File: src/rtl/sp_pkg.sv
package sp_pkg;
    parameter int unsigned SP_DW = 8;
    parameter int unsigned SP_NLINES = 4;

    // handshake line positions inside the edge-detector vector
    localparam int unsigned LN_WR  = 0;
    localparam int unsigned LN_RD  = 1;
    localparam int unsigned LN_ACK = 2;
    localparam int unsigned LN_STB = 3;

    // set/reset bit numbers that reach the enables
    localparam logic [2:0] SEL_EN_OUT = 3'd6;
    localparam logic [2:0] SEL_EN_IN  = 3'd4;

    typedef struct packed {
        logic [SP_DW-1:0] out_lat;
        logic [SP_DW-1:0] in_lat;
        logic             obf_n;
        logic             ibf;
        logic             en_out;
        logic             en_in;
    } port_state_t;

    typedef struct packed {
        logic from_ack;
        logic from_stb;
        logic rd_done;
        logic wr_done;
    } irq_state_t;
endpackage

File: src/rtl/sp_edge_det.sv
module sp_edge_det #(
    parameter int unsigned N = 4
) (
    input  logic         clk,
    input  logic         rst_n,
    input  logic [N-1:0] lines_n,
    output logic [N-1:0] fall,
    output logic [N-1:0] rise
);
    logic [N-1:0] prev_d, prev_q;

    always_comb begin
        prev_d = lines_n;
    end

    always_ff @(posedge clk or negedge rst_n) begin
        if (!rst_n) prev_q <= '1;
        else        prev_q <= prev_d;
    end

    for (genvar i = 0; i < N; i++) begin : g_line
        assign fall[i] = prev_q[i] & ~lines_n[i];
        assign rise[i] = ~prev_q[i] & lines_n[i];
    end
endmodule

File: src/rtl/sp_irq_ctrl.sv
module sp_irq_ctrl
    import sp_pkg::*;
(
    input  logic clk,
    input  logic rst_n,
    input  logic clr_mode,
    input  logic set_ack,
    input  logic set_stb,
    input  logic wr_fall,
    input  logic wr_rise,
    input  logic rd_fall,
    input  logic rd_rise,
    output logic intr
);
    irq_state_t s_d, s_q;
    logic both, only_ack, only_stb, clr;

    always_comb begin
        s_d      = s_q;
        both     = s_q.from_ack & s_q.from_stb;
        only_ack = s_q.from_ack & ~s_q.from_stb;
        only_stb = s_q.from_stb & ~s_q.from_ack;
        clr      = clr_mode
                 | (only_ack & wr_fall)
                 | (only_stb & rd_fall)
                 | (both & ((wr_fall & s_q.rd_done) | (rd_fall & s_q.wr_done)));
        if (clr) begin
            s_d = '0;
        end else if (both) begin
            if (rd_rise) s_d.rd_done = 1'b1;
            if (wr_rise) s_d.wr_done = 1'b1;
        end
        if (!clr_mode && (set_ack || set_stb)) begin
            if (set_ack) s_d.from_ack = 1'b1;
            if (set_stb) s_d.from_stb = 1'b1;
            s_d.rd_done = 1'b0;
            s_d.wr_done = 1'b0;
        end
    end

    always_ff @(posedge clk or negedge rst_n) begin
        if (!rst_n) s_q <= '0;
        else        s_q <= s_d;
    end

    assign intr = s_q.from_ack | s_q.from_stb;


    intr_set_src_chk: assert property (@(posedge clk) disable iff (!rst_n)
        $rose(intr) |-> $past(set_ack | set_stb));

    intr_clr_src_chk: assert property (@(posedge clk) disable iff (!rst_n)
        $fell(intr) |-> $past(wr_fall | rd_fall | clr_mode));
endmodule

File: src/rtl/bidir_strobe_port.sv
module bidir_strobe_port
    import sp_pkg::*;
(
    input  logic             clk,
    input  logic             rst_n,
    input  logic             cpu_wr_n,
    input  logic             cpu_rd_n,
    input  logic [SP_DW-1:0] cpu_wdata,
    output logic [SP_DW-1:0] cpu_rdata,
    input  logic             mode_set,
    input  logic             bsr_we,
    input  logic [2:0]       bsr_sel,
    input  logic             bsr_val,
    input  logic [SP_DW-1:0] pa_in,
    output logic [SP_DW-1:0] pa_out,
    output logic             pa_oe,
    input  logic             ack_n,
    input  logic             stb_n,
    input  logic [2:0]       grpb_stat,
    output logic             obf_n,
    output logic             ibf,
    output logic             intr,
    output logic [7:0]       status
);
    port_state_t p_d, p_q;
    logic [SP_NLINES-1:0] lines_n, fall, rise;
    logic wr_fall, wr_rise, rd_fall, rd_rise, ack_fall, ack_rise, stb_rise;

    assign lines_n = {stb_n, ack_n, cpu_rd_n, cpu_wr_n};

    sp_edge_det #(.N(SP_NLINES)) u_edges (
        .clk    (clk),
        .rst_n  (rst_n),
        .lines_n(lines_n),
        .fall   (fall),
        .rise   (rise)
    );

    assign wr_fall  = fall[LN_WR];
    assign wr_rise  = rise[LN_WR];
    assign rd_fall  = fall[LN_RD];
    assign rd_rise  = rise[LN_RD];
    assign ack_fall = fall[LN_ACK];
    assign ack_rise = rise[LN_ACK];
    assign stb_rise = rise[LN_STB];

    always_comb begin
        p_d = p_q;
        if (mode_set) begin
            p_d.out_lat = '0;
            p_d.obf_n   = 1'b1;
            p_d.ibf     = 1'b0;
            p_d.en_out  = 1'b0;
            p_d.en_in   = 1'b0;
        end else begin
            if (ack_fall) p_d.obf_n = 1'b1;
            if (wr_rise) begin
                p_d.out_lat = cpu_wdata;
                p_d.obf_n   = 1'b0;
            end
            if (rd_rise) p_d.ibf = 1'b0;
            if (!stb_n) begin
                p_d.in_lat = pa_in;
                p_d.ibf    = 1'b1;
            end
            if (bsr_we) begin
                if (bsr_sel == SEL_EN_OUT) p_d.en_out = bsr_val;
                if (bsr_sel == SEL_EN_IN)  p_d.en_in  = bsr_val;
            end
        end
    end

    always_ff @(posedge clk or negedge rst_n) begin
        if (!rst_n) begin
            p_q       <= '0;
            p_q.obf_n <= 1'b1;
        end else begin
            p_q <= p_d;
        end
    end

    sp_irq_ctrl u_irq (
        .clk     (clk),
        .rst_n   (rst_n),
        .clr_mode(mode_set),
        .set_ack (ack_rise & p_q.en_out),
        .set_stb (stb_rise & p_q.en_in),
        .wr_fall (wr_fall),
        .wr_rise (wr_rise),
        .rd_fall (rd_fall),
        .rd_rise (rd_rise),
        .intr    (intr)
    );

    assign pa_out    = p_q.out_lat;
    assign pa_oe     = ~ack_n;
    assign cpu_rdata = p_q.in_lat;
    assign obf_n     = p_q.obf_n;
    assign ibf       = p_q.ibf;
    assign status    = {p_q.obf_n, p_q.en_out, p_q.ibf, p_q.en_in, intr, grpb_stat};


    obf_set_src_chk: assert property (@(posedge clk) disable iff (!rst_n)
        $fell(p_q.obf_n) |-> $past(wr_rise));

    obf_rel_src_chk: assert property (@(posedge clk) disable iff (!rst_n)
        $rose(p_q.obf_n) |-> $past(ack_fall | mode_set));

    ibf_set_src_chk: assert property (@(posedge clk) disable iff (!rst_n)
        $rose(p_q.ibf) |-> $past(!stb_n));

    mode_clear_chk: assert property (@(posedge clk) disable iff (!rst_n)
        mode_set |=> (!p_q.en_out && !p_q.en_in && p_q.obf_n && !p_q.ibf && !intr));
endmodule

File: config.mk
export PLATFORM = sky130hd
export DESIGN_NAME = bidir_strobe_port
export DESIGN_NICKNAME = d
export VERILOG_FILES = /design/src/rtl/sp_pkg.sv /design/src/rtl/sp_edge_det.sv /design/src/rtl/sp_irq_ctrl.sv /design/src/rtl/bidir_strobe_port.sv
export SDC_FILE = /design/constraint.sdc
export NUM_CORES = 1
export LEC_CHECK = 0
export BUFFER_PORTS_ARGS = -buffer_cell sky130_fd_sc_hd__buf_2
export CORE_MARGIN = 4
export CORE_UTILIZATION = 45
export DETAILED_ROUTE_END_ITERATION = 16
export PLACE_DENSITY = 0.78
export SLEW_MARGIN = 20
export SYNTH_ARGS = -nofsm -noshare
export SYNTH_HDL_FRONTEND = slang
export SYNTH_SLANG_ARGS = --single-unit
File: constraint.sdc
create_clock -name clk -period 1.45 [get_ports clk]
set_clock_uncertainty 0.2 [all_clocks]
set_input_delay 0.0725 -clock clk [delete_from_list [all_inputs] [get_ports clk]]
set_output_delay 0.0725 -clock clk [all_outputs]
set_load 0.01 [all_outputs]
==> qor.txt <==
status -> finished clean
measured slew at the worst slew-check pin -> 0.600 ns
mux cell area share after synthesis -> 9.04%
max incr delay on CP -> 0.53 ns
core footprint -> 2520 um^2
Reg-to-Reg Start -> u_irq.s_q[3]
Area Growth Syn to Fin -> 52.0%
min cycle time layout -> 1.41 ns
Synth Area in Compound Gates -> 9.04%
Slowest-stage cell, CP -> dlygate4sd3_1
via count -> 1079
Syn Inst Count -> 106
CP top delay family -> buffers and inverters
Total Die Area -> 3600 um^2
syn avg cell area -> 11.5 um^2
antenna cells -> 0
post-layout util -> 73.4%
CTS Buf Count -> 3
htree depth -> 1
top cell type's share of synthesized area -> 47.3%
starting density of the core -> 48.3%
# DRC -> 0
Layout Nets -> 219
Fillers -> 189
Yosys reg bits -> 28
Leak -> 0.894 nW
Reg2Reg Depth -> 4
Remaining Overflow, GRT -> 0
Sequential Power Share -> 58.3%
first-pass GRT wire length -> 5020 um
FF-to-FF End -> u_irq.s_q[2]
Clock transition at path regs -> 0.13 ns
FFs w/ async S/R, synth -> 100%
gr usage total -> 18.5%
number of global-route vias before repair -> 1084
Ys Warns -> 0
CTS tree -> built
maximum clock frequency -> 710 MHz
arrival time worst endpoint -> 1.43 ns
Sw Share -> 25.3%
power density cells -> 805 nW/um^2
Register-to-Register Setup Slack -> 0.07 ns
Logic pwr share -> 20.3%
Mapped Nets -> 137
Post-Synth Simple-Gate Area -> 17.4%
num rows -> 18
Worst Setup Start Kind -> input port
clk root buf -> clkbuf_4
Num Clock Sinks -> 28
xor and xnor fraction of the mapped netlist area -> 0%
initial antenna violation count -> 0
largest net degree at the start of global routing -> 29
# IOs -> 59
largest family of logic cells by synthesized area -> simple AND/OR/NAND/NOR gates
RSZ-0062 raised after global routing -> no
Skew-Pair Late Insertion Delay -> 0.32 ns
Die Y -> 60.0 um
Max clock buf depth -> 2
antenna-violating nets left -> 0
VDD IR max -> 0.00117 V
Worst Path Buf+Inv -> 2
Net Sw Power -> 0.000377 W
Clock power frac -> 21.4%
predominant post-synthesis flop cell -> dfrtp_1
Slew HR -> 60.0%
Seq/Total Area, Yosys -> 58.1%
Post-Synth Adder-Cell Area -> 0%
CP endpoint kind -> register
Cell Chain, Critical Path -> dlygate4sd3_1 -> buf_2 -> nor2_8 -> mux2_2
TNS Setup -> 0 ns
cell taking the most area after synthesis -> dfrtp_1
final wirelength -> 3040 um
Iter 0 DRT Violations -> 26
routed vias/inst -> 4.97
Internal -> 0.00111 W
# setup viols final -> 0
Hold Fails Final Rpt -> 0
Worst Hold Class -> input port to async pin
drt pass-1 iters -> 4
detailed-route wire length per cell -> 14.0 um
Die Width -> 60.0 um
Setup CP Type -> input port to register
IO Port Bufs -> 52
WP data required -> 1.47 ns
layout cell share with drive strength beyond 1 -> 43.9%
Max-Cap Viols -> 0
top-count cell post-synth -> dfrtp_1
top post-synthesis cells by area -> dfrtp_1 47%, dfstp_2 11%, mux2_2 7.4%
Final Wtd Congestion -> 0.736
Post-synth EDFFs -> 0
Synth Cell Area -> 1220 um^2
final worst-path cycle share -> 97.2%
CP max FO -> 17
post-DP HPWL -> 2000 um
Synth top cells by count -> 23 x dfrtp_1, 16 x nand2_1, 12 x a21oi_1, 8 x mux2_2, 7 x buf_4
library cells used by synthesis -> 26
Slew Limit Fails -> 0
[power groups by stage]
stage	Combinational, W	Clock, W	Sequential, W
floorplan	0.0000989	0	0.000905
global placement	0.000226	0	0.000880
detailed placement	0.000233	0	0.000882
global route	0.000334	0.000359	0.000878
CTS	0.000300	0.000332	0.000869
finish	0.000302	0.000319	0.000869
[stage by stage]
stage,instances,hold WS [ns],area (um^2),power [W],setup WS [ns]
2_1_floorplan,106,-0.423,1220,0.00100,0.167
3_3_place_gp,179,-0.0985,1460,0.00111,0.141
3_5_place_dp,179,-0.0860,1460,0.00111,0.0537
4_1_cts,217,0.0773,1830,0.00150,0.0133
5_1_grt,217,0.130,1850,0.00157,0.0121
6_report,217,0.0774,1850,0.00149,0.0406
[worst max-delay path by stage]
stage | startpoint | to | slack, ns | cells after the start
2_1_floorplan | u_edges.prev_q[1] | u_irq.s_q[2] | 0.17 | 3
3_3_place_gp | u_edges.prev_q[1] | u_irq.s_q[2] | 0.14 | 3
3_5_place_dp | u_edges.prev_q[1] | u_irq.s_q[2] | 0.05 | 3
4_1_cts | u_irq.s_q[3] | u_irq.s_q[2] | 0.01 | 4
5_1_grt | u_irq.s_q[3] | u_irq.s_q[2] | 0.01 | 4
6_report | mode_set | cpu_rdata[4] | 0.04 | 4
[cells in the final DEF (no fill, tap or decap), types with 3 or more instances in the layout]
master	instances
a21oi_1	12
buf_2	50
buf_4	5
clkbuf_4	3
dfrtp_1	21
dfstp_2	5
dlygate4sd3_1	30
inv_1	3
mux2_2	8
nand2_1	16
nand3b_1	3
nand4b_1	3
nor2b_1	3
[cells by family (layout without fill, tap and decap cells)]
kind of cell,Yosys count,in the layout
buffers and inverters,13,94
multiplexers,10,10
AO/OA/AOI/OAI,19,19
AND/OR/NAND/NOR,36,36
flip-flops,28,28
[per-layer routing]
layer  routed length (um)  vias up  GRT usage, %  share of wire [%]
li1                     -      525             -                  -
met2                 1520       47          31.3                 50
met5                    0        -             0                  0
met4                   46        0          2.85                1.5
met3                  234        6          6.48                7.7
met1                 1250      501          23.1                 41
[sequential cells by signal (all words and copies together) (netlist names)]
signal	cells
cpu_rdata	8
ibf	1
obf_n	1
pa_out	8
status	2
u_edges.prev_q	4
u_irq.s_q	4
[cell type report]
| class | instances | area, um^2 | share of cell area (%) |
|---|---|---|---|
| timing repair buffer | 87 | 611 | 33.0 |
| clock buffer | 4 | 26.3 | 1.42 |
| inverter | 3 | 11.3 | 0.609 |
| tap | 30 | 37.5 | 2.03 |
| multi-input combinational | 65 | 455 | 24.6 |
| sequential | 28 | 709 | 38.3 |
[repair_timing]
item | CTS | global route
hold buffers | 30 | 0
buffers inserted | 4 | 0
gates resized for setup | 5 | 5
pin swaps | 0 | 3
endpoints found under the hold margin | 59 | 0
gates cloned | 0 | 0
endpoints found under the setup margin | 2 | 8
(Power assumes the default switching activity.)
